$ cat src/rtl/xlat_pkg.sv
// Shared encodings for the translation buffer: command codes, access
// kinds, fault codes and the positions of the access-right bits.
package xlat_pkg;

    typedef enum logic [1:0] {
        OP_IDLE   = 2'd0,
        OP_ADD    = 2'd1,
        OP_REMOVE = 2'd2,
        OP_FLUSH  = 2'd3
    } xlat_op_e;

    typedef enum logic [1:0] {
        ACC_READ  = 2'd0,
        ACC_WRITE = 2'd1,
        ACC_EXEC  = 2'd2,
        ACC_RSVD  = 2'd3
    } xlat_acc_e;

    typedef enum logic [1:0] {
        FLT_NONE   = 2'd0,
        FLT_ABSENT = 2'd1,
        FLT_DENIED = 2'd2,
        FLT_UNUSED = 2'd3
    } xlat_fault_e;

    // Right bits: user group in the low three, kernel group above it.
    localparam int PERM_W    = 6;
    localparam int BIT_RD    = 0;
    localparam int BIT_WR    = 1;
    localparam int BIT_EX    = 2;
    localparam int KERN_BASE = 3;

endpackage

$ cat src/rtl/xlat_entry_store.sv
// Slot storage of the translation buffer.
// Holds ENTRIES translations (valid, virtual page, physical page, rights)
// and applies one maintenance command per cycle. An add overwrites a slot
// already holding the page, else takes the lowest free slot, else the
// round-robin victim. Assumes cmd op encoding from xlat_pkg.
module xlat_entry_store
    import xlat_pkg::*;
#(
    parameter int ENTRIES = 8,
    parameter int VPN_W   = 20,
    parameter int PPN_W   = 20
) (
    input  logic                             clk,
    input  logic                             rst_n,
    input  logic [1:0]                       op,
    input  logic [VPN_W-1:0]                 op_vpn,
    input  logic [PPN_W-1:0]                 op_ppn,
    input  logic [PERM_W-1:0]                op_perm,
    output logic [ENTRIES-1:0]               ent_valid,
    output logic [ENTRIES-1:0][VPN_W-1:0]    ent_vpn,
    output logic [ENTRIES-1:0][PPN_W-1:0]    ent_ppn,
    output logic [ENTRIES-1:0][PERM_W-1:0]   ent_perm
);

    localparam int IDX_W = (ENTRIES > 1) ? $clog2(ENTRIES) : 1;
    localparam logic [IDX_W-1:0] LAST_IDX = IDX_W'(ENTRIES - 1);

    logic [ENTRIES-1:0] op_hit;
    logic [IDX_W-1:0]   hit_idx;
    logic [IDX_W-1:0]   free_idx;
    logic               any_hit;
    logic               any_free;
    logic [IDX_W-1:0]   rr_ptr;
    logic [IDX_W-1:0]   tgt_idx;
    logic               use_rr;

    // Per-slot compare of the command page against stored pages.
    for (genvar g = 0; g < ENTRIES; g++) begin : g_cmd_cmp
        assign op_hit[g] = ent_valid[g] && (ent_vpn[g] == op_vpn);
    end

    // Locate the matching slot and the lowest-numbered free slot.
    always_comb begin
        hit_idx  = '0;
        free_idx = '0;
        any_free = 1'b0;
        for (int i = ENTRIES - 1; i >= 0; i--) begin
            if (op_hit[i]) begin
                hit_idx = IDX_W'(i);
            end
            if (!ent_valid[i]) begin
                free_idx = IDX_W'(i);
                any_free = 1'b1;
            end
        end
        any_hit = |op_hit;
    end

    // Choose the slot an add writes: matching, else free, else victim.
    always_comb begin
        use_rr  = !any_hit && !any_free;
        tgt_idx = any_hit ? hit_idx : (any_free ? free_idx : rr_ptr);
    end

    // Apply the maintenance command to slot contents and victim pointer.
    always_ff @(posedge clk) begin
        if (!rst_n) begin
            ent_valid <= '0;
            ent_vpn   <= '0;
            ent_ppn   <= '0;
            ent_perm  <= '0;
            rr_ptr    <= '0;
        end else begin
            case (xlat_op_e'(op))
                OP_ADD: begin
                    ent_valid[tgt_idx] <= 1'b1;
                    ent_vpn[tgt_idx]   <= op_vpn;
                    ent_ppn[tgt_idx]   <= op_ppn;
                    ent_perm[tgt_idx]  <= op_perm;
                    if (use_rr) begin
                        rr_ptr <= (rr_ptr == LAST_IDX) ? '0 : rr_ptr + 1'b1;
                    end
                end
                OP_REMOVE: begin
                    ent_valid <= ent_valid & ~op_hit;
                end
                OP_FLUSH: begin
                    ent_valid <= '0;
                    rr_ptr    <= '0;
                end
                default: begin
                end
            endcase
        end
    end

    // a page is never held in two slots at once.
    a_r6_no_duplicate: assert property (@(posedge clk) disable iff (!rst_n)
        $onehot0(op_hit));

    // after a flush no slot is valid.
    a_r9_flush_empties: assert property (@(posedge clk) disable iff (!rst_n)
        (op == OP_FLUSH) |=> (ent_valid == '0));

    // the slot matched by a remove is invalid afterwards.
    a_r8_remove_clears: assert property (@(posedge clk) disable iff (!rst_n)
        (op == OP_REMOVE) |=> ((ent_valid & $past(op_hit)) == '0));

    // the victim pointer only moves on an add or a flush.
    a_r7_ptr_holds: assert property (@(posedge clk) disable iff (!rst_n)
        (op == OP_IDLE || op == OP_REMOVE) |=> $stable(rr_ptr));

    // an add leaves its page valid.
    a_r6_add_installs: assert property (@(posedge clk) disable iff (!rst_n)
        (op == OP_ADD) |=> (ent_valid[$past(tgt_idx)] && ent_vpn[$past(tgt_idx)] == $past(op_vpn)));

endmodule

$ cat src/rtl/xlat_lookup_match.sv
// Lookup side of the translation buffer: compares the requested page with
// every slot and with the fixed translation, and returns the selected
// physical page and rights. Slots take precedence over the fixed entry.
// Assumes slots hold distinct pages (guaranteed by the store).
module xlat_lookup_match
    import xlat_pkg::*;
#(
    parameter int                 ENTRIES  = 8,
    parameter int                 VPN_W    = 20,
    parameter int                 PPN_W    = 20,
    parameter logic [VPN_W-1:0]   DEF_VPN  = '0,
    parameter logic [PPN_W-1:0]   DEF_PPN  = '0,
    parameter logic [PERM_W-1:0]  DEF_PERM = 6'b111000
) (
    input  logic [VPN_W-1:0]                 lk_vpn,
    input  logic [ENTRIES-1:0]               ent_valid,
    input  logic [ENTRIES-1:0][VPN_W-1:0]    ent_vpn,
    input  logic [ENTRIES-1:0][PPN_W-1:0]    ent_ppn,
    input  logic [ENTRIES-1:0][PERM_W-1:0]   ent_perm,
    output logic                             found,
    output logic [PPN_W-1:0]                 sel_ppn,
    output logic [PERM_W-1:0]                sel_perm
);

    logic [ENTRIES-1:0] lk_hit;
    logic [PPN_W-1:0]   or_ppn;
    logic [PERM_W-1:0]  or_perm;
    logic               slot_hit;

    // Per-slot compare of the lookup page.
    for (genvar g = 0; g < ENTRIES; g++) begin : g_lk_cmp
        assign lk_hit[g] = ent_valid[g] && (ent_vpn[g] == lk_vpn);
    end

    // AND-OR select of the single matching slot.
    always_comb begin
        or_ppn  = '0;
        or_perm = '0;
        for (int i = 0; i < ENTRIES; i++) begin
            if (lk_hit[i]) begin
                or_ppn  = or_ppn | ent_ppn[i];
                or_perm = or_perm | ent_perm[i];
            end
        end
        slot_hit = |lk_hit;
    end

    // Fall back on the fixed translation when no slot matches.
    always_comb begin
        found    = slot_hit || (lk_vpn == DEF_VPN);
        sel_ppn  = slot_hit ? or_ppn  : DEF_PPN;
        sel_perm = slot_hit ? or_perm : DEF_PERM;
    end

endmodule

$ cat src/rtl/xlat_perm_check.sv
// Access-right decoder: picks the right bit for the requested access kind
// in the requester's mode. The reserved access kind is always refused.
module xlat_perm_check
    import xlat_pkg::*;
(
    input  logic [PERM_W-1:0] perm,
    input  logic [1:0]        access,
    input  logic              kernel,
    output logic              allow
);

    logic [2:0] group;

    // Select the kernel or user group of three rights.
    always_comb begin
        group = kernel ? perm[KERN_BASE +: 3] : perm[0 +: 3];
    end

    // Pick the bit for the access kind.
    always_comb begin
        case (xlat_acc_e'(access))
            ACC_READ:  allow = group[BIT_RD];
            ACC_WRITE: allow = group[BIT_WR];
            ACC_EXEC:  allow = group[BIT_EX];
            default:   allow = 1'b0;
        endcase
    end

endmodule

$ cat src/rtl/xlat_tlb.sv
// Top of the page translation buffer. Maintenance commands change the
// slot store; lookups are matched combinationally against the store as it
// stands before this cycle's command, checked for rights, and the result
// is registered, so it appears one cycle after the request.
// Assumes PAGE_BITS of offset pass through and FLAGS_W > 6.
module xlat_tlb
    import xlat_pkg::*;
#(
    parameter int                                VA_W      = 32,
    parameter int                                PA_W      = 32,
    parameter int                                PAGE_BITS = 12,
    parameter int                                ENTRIES   = 8,
    parameter int                                FLAGS_W   = 32,
    parameter logic [VA_W-PAGE_BITS-1:0]         DEF_VPN   = '0,
    parameter logic [PA_W-PAGE_BITS-1:0]         DEF_PPN   = '0,
    parameter logic [5:0]                        DEF_PERM  = 6'b111000
) (
    input  logic               clk,
    input  logic               rst_n,
    input  logic [1:0]         cmd_op,
    input  logic [VA_W-1:0]    cmd_vaddr,
    input  logic [PA_W-1:0]    cmd_paddr,
    input  logic [FLAGS_W-1:0] cmd_flags,
    input  logic               lk_valid,
    input  logic [VA_W-1:0]    lk_vaddr,
    input  logic [1:0]         lk_access,
    input  logic               lk_kernel,
    output logic               rs_valid,
    output logic [PA_W-1:0]    rs_paddr,
    output logic [1:0]         rs_fault
);

    localparam int VPN_W = VA_W - PAGE_BITS;
    localparam int PPN_W = PA_W - PAGE_BITS;

    logic [ENTRIES-1:0]              ent_valid;
    logic [ENTRIES-1:0][VPN_W-1:0]   ent_vpn;
    logic [ENTRIES-1:0][PPN_W-1:0]   ent_ppn;
    logic [ENTRIES-1:0][PERM_W-1:0]  ent_perm;
    logic                            found;
    logic [PPN_W-1:0]                sel_ppn;
    logic [PERM_W-1:0]               sel_perm;
    logic                            allow;
    logic                            unused_bits;

    assign unused_bits = ^{cmd_vaddr[PAGE_BITS-1:0], cmd_paddr[PAGE_BITS-1:0],
                           cmd_flags[FLAGS_W-1:PERM_W]};

    xlat_entry_store #(
        .ENTRIES (ENTRIES),
        .VPN_W   (VPN_W),
        .PPN_W   (PPN_W)
    ) store_i (
        .clk       (clk),
        .rst_n     (rst_n),
        .op        (cmd_op),
        .op_vpn    (cmd_vaddr[VA_W-1:PAGE_BITS]),
        .op_ppn    (cmd_paddr[PA_W-1:PAGE_BITS]),
        .op_perm   (cmd_flags[PERM_W-1:0]),
        .ent_valid (ent_valid),
        .ent_vpn   (ent_vpn),
        .ent_ppn   (ent_ppn),
        .ent_perm  (ent_perm)
    );

    xlat_lookup_match #(
        .ENTRIES  (ENTRIES),
        .VPN_W    (VPN_W),
        .PPN_W    (PPN_W),
        .DEF_VPN  (DEF_VPN),
        .DEF_PPN  (DEF_PPN),
        .DEF_PERM (DEF_PERM)
    ) match_i (
        .lk_vpn    (lk_vaddr[VA_W-1:PAGE_BITS]),
        .ent_valid (ent_valid),
        .ent_vpn   (ent_vpn),
        .ent_ppn   (ent_ppn),
        .ent_perm  (ent_perm),
        .found     (found),
        .sel_ppn   (sel_ppn),
        .sel_perm  (sel_perm)
    );

    xlat_perm_check perm_i (
        .perm   (sel_perm),
        .access (lk_access),
        .kernel (lk_kernel),
        .allow  (allow)
    );

    // Register the lookup outcome: address on success, zero plus code on fault.
    always_ff @(posedge clk) begin
        if (!rst_n) begin
            rs_valid <= 1'b0;
            rs_paddr <= '0;
            rs_fault <= FLT_NONE;
        end else begin
            rs_valid <= lk_valid;
            if (lk_valid) begin
                if (!found) begin
                    rs_fault <= FLT_ABSENT;
                    rs_paddr <= '0;
                end else if (!allow) begin
                    rs_fault <= FLT_DENIED;
                    rs_paddr <= '0;
                end else begin
                    rs_fault <= FLT_NONE;
                    rs_paddr <= {sel_ppn, lk_vaddr[PAGE_BITS-1:0]};
                end
            end
        end
    end

    // every request yields a result on the next cycle.
    a_r2_result_follows: assert property (@(posedge clk) disable iff (!rst_n)
        lk_valid |=> rs_valid);

    // no result without a request.
    a_r2_no_spurious: assert property (@(posedge clk) disable iff (!rst_n)
        !lk_valid |=> !rs_valid);

    // a faulting result carries a zero address.
    a_r4_fault_zero_addr: assert property (@(posedge clk) disable iff (!rst_n)
        (rs_valid && rs_fault != FLT_NONE) |-> (rs_paddr == '0));

    // fault code 3 never appears.
    a_r5_fault_legal: assert property (@(posedge clk) disable iff (!rst_n)
        rs_valid |-> (rs_fault != FLT_UNUSED));

    // the page offset passes through on success.
    a_r3_offset_pass: assert property (@(posedge clk) disable iff (!rst_n)
        lk_valid |=> (rs_fault != FLT_NONE ||
                      rs_paddr[PAGE_BITS-1:0] == $past(lk_vaddr[PAGE_BITS-1:0])));

    // the reserved access kind is always refused.
    a_r5_rsvd_refused: assert property (@(posedge clk) disable iff (!rst_n)
        (lk_valid && lk_access == ACC_RSVD) |=> (rs_fault != FLT_NONE));

endmodule

$ cat config.mk
export PLATFORM = sky130hd
export DESIGN_NAME = xlat_tlb
export DESIGN_NICKNAME = d
export VERILOG_FILES = /design/src/rtl/xlat_pkg.sv /design/src/rtl/xlat_entry_store.sv /design/src/rtl/xlat_lookup_match.sv /design/src/rtl/xlat_perm_check.sv /design/src/rtl/xlat_tlb.sv
export SDC_FILE = /design/constraint.sdc
export NUM_CORES = 1
export LEC_CHECK = 0
export BUFFER_PORTS_ARGS = -buffer_cell sky130_fd_sc_hd__buf_4
export CORE_UTILIZATION = 23
export CTS_BUF_LIST = sky130_fd_sc_hd__clkbuf_16
export CTS_CLUSTER_SIZE = 25
export DETAILED_ROUTE_END_ITERATION = 8
export PLACE_DENSITY = 0.36
export SLEW_MARGIN = 20
export SYNTH_ARGS = -nofsm -noshare
export SYNTH_HDL_FRONTEND = slang
export SYNTH_HIERARCHICAL = 1
export SYNTH_SLANG_ARGS = --single-unit
$ cat constraint.sdc
create_clock -name clk -period 7.7 [get_ports clk]
set_input_delay 1.155 -clock clk [delete_from_list [all_inputs] [get_ports clk]]
set_output_delay 1.155 -clock clk [all_outputs]
set_load 0.005 [all_outputs]
Word level (Yosys, flattened, before mapping)
Cells that the tools add are included.
{"block": "totals", "ff_bits": 414, "latch_bits": 0, "ramBits": 0, "rom_bits": 0, "inputBits": 136, "out_inout_bits": 35, "wordCells": 163, "memories": 0}
{"block": "op_classes", "n_addsub": 1, "mul": 0, "div": 0, "magnitude_cmp": 2, "n_eq_ne": 23, "shifts": 0, "mux": 63, "n_bitwise": 17, "reduce_logical": 28}
{"operator": "160-bit bitwise mux", "count": 2}
{"operator": "20-bit equality test", "count": 16}
{"operator": "20-bit 2-to-1 mux", "count": 10}
{"operator": "20-bit bitwise OR", "count": 7}
{"operator": "32-bit 2-to-1 mux", "count": 2}
{"operator": "3-bit 2-to-1 mux", "count": 21}
{"operator": "20-bit demux with 3-bit select", "count": 1}
{"operator": "6-bit 2-to-1 mux", "count": 10}
{"operator": "48-bit bitwise mux", "count": 1}
{"operator": "6-bit bitwise OR", "count": 7}
{"operator": "8-bit one-hot mux with 3 select lines", "count": 1}
{"operator": "20-bit zero test", "count": 1}
{"operator": "6-bit demux with 3-bit select", "count": 1}
{"operator": "1-bit logical AND", "count": 18}
{"operator": "8-bit OR reduction", "count": 2}
{"operator": "1-bit 2-to-1 mux", "count": 9}
{"operator": "8-bit bitwise AND", "count": 1}
{"operator": "8-bit NOT", "count": 1}
{"operator": "8-bit bitwise OR", "count": 1}
{"operator": "2-bit equality test, second input constant", "count": 3}
{"operator": "3-bit one-hot mux with 2 select lines", "count": 1}
{"operator": "2-bit by 1-bit equality test with 1-bit output, second input constant", "count": 2}
{"operator": "3-bit by 4-bit less-than comparator with 1-bit output, second input constant", "count": 1}
{"operator": "2-bit 2-to-1 mux", "count": 2}
{"operator": "other kinds (12)", "count": 13}

Depth between registers and ports, before layout
{"block": "depth", "depth_word": 22, "depth_mapped": 15, "ltp_nobuf": 10}

Cells and area by module
The synthesis kept the hierarchy.
{"mod": "xlat_entry_store", "instances": 1, "cells_each": 1580, "area_per_inst_um2": 15707.6, "seq_area_each_um2": 7587.3}
{"mod": "xlat_lookup_match", "instances": 1, "cells_each": 505, "area_per_inst_um2": 3572.2, "seq_area_each_um2": 0.0}
{"mod": "xlat_tlb", "instances": 1, "cells_each": 156, "area_per_inst_um2": 1495.2, "seq_area_each_um2": 700.7}
{"mod": "xlat_perm_check", "instances": 1, "cells_each": 5, "area_per_inst_um2": 51.3, "seq_area_each_um2": 0.0}

Worst setup path after synthesis
No wires, ideal clock.
{"block": "synth_timing", "kind": "in2reg", "from": "input port cmd_vaddr[20]", "to": "register store_i/ent_perm[18] (netlist bit)", "setup_time_ns": 0.073, "arrival_ns": 3.732, "t_required_ns": 7.627, "path_slack_ns": 3.896, "stages": 12, "n_path_buf": 3, "path_cell_list": "buf_4 > xor2_1 > a221o_1 > nor4_2 > and4_1 > and3b_1 > a221oi_2 > nor2_2 > nor4b_2 > buf_2 > buf_4 > mux2i_1"}
{"block": "synth_between", "elab_chain_cells": 16, "elab_cells_between_ends": 32, "cone_classes": "order compare: 2; eq/ne: 8; mux: 12; reduce/logical: 10"}
{"element": "from (decl)", "line_no": "xlat_tlb.sv:21", "text": "input logic [VA_W-1:0] cmd_vaddr,"}
{"element": "20-bit equality test", "line_no": "xlat_entry_store.sv:39", "text": "assign op_hit[g] = ent_valid[g] && (ent_vpn[g] == op_vpn);"}
{"element": "1-bit logical AND", "line_no": "xlat_entry_store.sv:39"}
{"element": "3-bit 2-to-1 mux (8 in a row)", "line_no": "xlat_entry_store.sv:48", "text": "if (op_hit[i]) begin"}
{"element": "3-bit 2-to-1 mux *", "line_no": "xlat_entry_store.sv:62", "text": "tgt_idx = any_hit ? hit_idx : (any_free ? free_idx : rr_ptr);"}
{"element": "3-bit by 4-bit less-than comparator with 1-bit output (implied by the code) or 3-bit by 1-bit >= comparator with 1-bit output (tied branches)", "line_no": "xlat_entry_store.sv:79", "text": "ent_perm[tgt_idx] <= op_perm;"}
{"element": "1-bit logical AND (implied by the code)", "line_no": "xlat_entry_store.sv:79"}
{"element": "6-bit 2-to-1 mux (implied by the code)", "line_no": "xlat_entry_store.sv:79"}
{"element": "6-bit demux with 3-bit select *"}
{"element": "48-bit bitwise mux *", "line_no": "xlat_entry_store.sv:79"}
{"element": "to (signal, indexed assignment)", "line_no": "xlat_entry_store.sv:79"}
{"element": "to (decl)", "line_no": "xlat_entry_store.sv:22", "text": "output logic [ENTRIES-1:0][PERM_W-1:0] ent_perm"}
Every way passes the cells marked *; elsewhere a longest branch is shown, timed or not.
A chain may end at the register's enable or synchronous reset.

Worst setup path in the final report
{"block": "layout_timing", "from": "input port cmd_vaddr[27]", "to": "register store_i/ent_ppn[54] (netlist bit)"}
{"block": "layout_between", "elab_chain_cells": 16, "elab_cells_between_ends": 32, "cone_classes": "order compare: 2; eq/ne: 8; mux: 12; reduce/logical: 10"}
{"element": "20-bit equality test", "line_no": "xlat_entry_store.sv:39"}
{"element": "1-bit logical AND", "line_no": "xlat_entry_store.sv:39"}
{"element": "3-bit 2-to-1 mux (8 in a row)", "line_no": "xlat_entry_store.sv:48"}
{"element": "3-bit 2-to-1 mux *", "line_no": "xlat_entry_store.sv:62"}
{"element": "3-bit by 4-bit less-than comparator with 1-bit output (implied by the code) or 3-bit by 1-bit >= comparator with 1-bit output (tied branches)", "line_no": "xlat_entry_store.sv:78", "text": "ent_ppn[tgt_idx] <= op_ppn;"}
{"element": "1-bit logical AND (implied by the code)", "line_no": "xlat_entry_store.sv:78"}
{"element": "20-bit 2-to-1 mux (implied by the code)", "line_no": "xlat_entry_store.sv:78"}
{"element": "20-bit demux with 3-bit select *"}
{"element": "160-bit bitwise mux *", "line_no": "xlat_entry_store.sv:78"}
{"element": "to (signal, indexed assignment)", "line_no": "xlat_entry_store.sv:78"}
{"element": "to (decl)", "line_no": "xlat_entry_store.sv:21", "text": "output logic [ENTRIES-1:0][PPN_W-1:0] ent_ppn,"}
Marks and branches as above.

==> flow_summary.yaml <==
run_status:
  outcome: "finished clean"
power:
  total_power_mw: 4.84
  p_switching_mw: 1.29
  seqPwrFrac_pct: 44.9
  p_leak_nw: 8.97
  internal_power_mw: 3.55
  p_per_area_nw_per_um2: 201
  switching_share_pct: 26.6
  peakVddDrop_v: 0.000166
  clkPwrFrac_pct: 47.2
  power_frac_comb_pct: 7.9
sta:
  relSlewSlack_pct: 19.8
  period_needed_ps: 4950
  setup_tns_ps: 0
  drv_slew: 0
  setup_viol: 0
  tightest_slew_ps: 1190
  fmaxAchievable_mhz: 202
  setup_slack_ps: 2750
  rsz0062_at_grt: "no"
  final_hold_viol_count: 0
  skew_ps: 28.9
  timing.final.crit_share_pct: 64.3
floorplan:
  start_util_pct: 23.4
  coreArea_um2: 89100
  rows: 109
  chipHeight_um: 303
  die_area_um2: 91800
  die_w_um: 303
  ios: 171
global_route:
  grt_pass1_vias: 16700
  grt_overflow: 0
  grt_max_degree: 120
  antenna_found_initial: 0
  track_usage_pct: 17.6
  grt_pass1_wl_um: 119000
hold_path:
  min_path_cells: 2
  worstHoldPathType: "register to register"
critical_path:
  worstPathArrival_ps: 5480
  start_kind: "input pin"
  cp_max_fo: 35
  r2r_cells: 10
  path_class: "input pin to register"
  crit_path_end_kind: "register"
  crit_required_ps: 8230
clocking:
  cts_made_buffers: 52
  cts_buffer_depth: 3
  clock_sinks: 414
  ctsHoldBuffers: 0
  clk_pin_slew_ps: 50
  insertion_delay_ps: 630
  cts_root_buf: "clkbuf_16"
  htreeDepth: 2
  cts_tree: "yes"
  cts_setup_buffers: 0
  post_cts_resized: 0
final_layout:
  drive_gt1_share_pct: 10.6
  utilization_pct: 27.0
  nFillCells: 9450
  final_cell_mix: "nand2_1 (421), dfxtp_1 (414), mux2i_1 (372)"
  layout_commonest_cell: "nand2_1"
  antennaDiodeCount: 0
  instances_no_fill: 3478
  nets: 2408
  area_delta_synth_final_pct: 15.6
logic_synthesis:
  synth_cell_types: 56
  synth_seq_cells: 414
  ys.warnings.count: 6
  avgSynthCellArea_um2: 9.27
  synth_area_um2: 20800
  synth_cells: 2246
  synth_nets: 2384
  synth_edf_count: 0
  yosysSeqAreaShare_pct: 39.8
  ys.flop_type: "dfxtp_1"
  synthArstFlopShare_pct: 0
route:
  vias: 16700
  wirelength_um: 82200
  viasPerCell: 4.80
  route.detailed.drc: 0
  wl_per_cell_um: 23.6
  ant_nets: 0
  detail_route.iter0.violations: 1290
  dr.pass1.iters: 5
place:
  post-dp-hpwl_um: 54200
  placedCellCount: 3381
  pre_cts_ws_ps: 2310
  io_buffers: 120
  gp_congestion: 0.889
job:
  maxCapViolations: 0
-- layer usage --
metal / vias to the layer above / global-route usage [%] / wire length (um)
met1: 8328 / 24.6 / 39000
met2: 472 / 28.6 / 37700
met4: 0 / 4.18 / 1730
li1: 7787 / - / -
met5: - / 0 / 0
met3: 110 / 2.29 / 3860
-- synth_stat cells (all sizes together) (34+ instances only) --
cell type  number  share of area (%)
nand2         421                7.6
dfxtp         414                 40
mux2i         372                 18
xnor2         247                 10
nand3         156                3.7
buf           125                3.7
nand4         102                3.1
xor2           65                2.7
clkbuf         58                1.1
a22oi          46                1.7
a21boi         34                1.2
nand2b         34                1.0
-- layout make-up --
| cell class | count | area, um^2 | area share (%) |
|---|---|---|---|
| Clock inverter | 45 | 277 | 1.15 |
| Sequential cell | 414 | 8290 | 34.4 |
| Tap cell | 1165 | 1460 | 6.05 |
| Inverter | 15 | 56.3 | 0.234 |
| Timing Repair Buffer | 153 | 1170 | 4.85 |
| Clock buffer | 52 | 1300 | 5.40 |
| Multi-Input combinational cell | 1634 | 11500 | 47.9 |
-- final timing paths --
path / endpoint / from / slack (ps)
worst max-delay path: store_i/ent_ppn[54] / cmd_vaddr[27] / 2750
worst min-delay path: store_i/ent_ppn[46] / store_i/ent_ppn[46] / 460
worst max register to register: store_i/ent_ppn[54] / store_i/ent_vpn[144] / 3180
worst min register to register: store_i/ent_ppn[46] / store_i/ent_ppn[46] / 460
-- flip-flops by register name, summed over array words and instances, names as in the netlist --
signal / flops
store_i/ent_ppn: 160
store_i/ent_vpn: 160
store_i/ent_perm: 48
rs_paddr: 32
store_i/ent_valid: 8
store_i/rr_ptr: 3
rs_fault: 2
rs_valid: 1
-- power by group through the flow --
| stage | Sequential, mW | Clock, mW | Combinational (mW) |
|---|---|---|---|
| after floorplan | 2.22 | 0 | 0.235 |
| after global placement | 2.22 | 0 | 0.380 |
| after detailed placement | 2.22 | 0 | 0.380 |
| after CTS | 2.18 | 2.37 | 0.382 |
| after global routing | 2.18 | 2.45 | 0.402 |
| final | 2.18 | 2.29 | 0.381 |
-- critical path, stage by stage --
cell      delay, ps
buf_4           190
xor2_1          190
nor4_1         1010
nand3_1         210
o2bb2a_1        390
and3b_1         240
and3_1          200
nor2_2          320
and4_4          890
buf_4           430
mux2i_1         210
-- cells by family (layout without fill, tap and decap cells) --
group                      count (synthesis)  in the layout  share of synthesized area, %
DFF                                      414            414                          39.8
adders and majority gates                  2              2                         0.120
buffers and inverters                    198            265                          5.07
and+or+nand+nor                          820            820                          19.3
xor gates and xnor gates                 312            312                          13.1
AOI/OAI and AO/OA                        127            127                          4.56
muxes                                    373            373                          18.0
-- metrics by stage --
step	hold slack, ps	cell area (um^2)
2_1_floorplan	434	20800
3_3_place_gp	441	22500
3_5_place_dp	448	22500
4_1_cts	457	24100
5_1_grt	467	24100
6_report	455	24100
No activity file was read; power rests on OpenSTA's default activity.
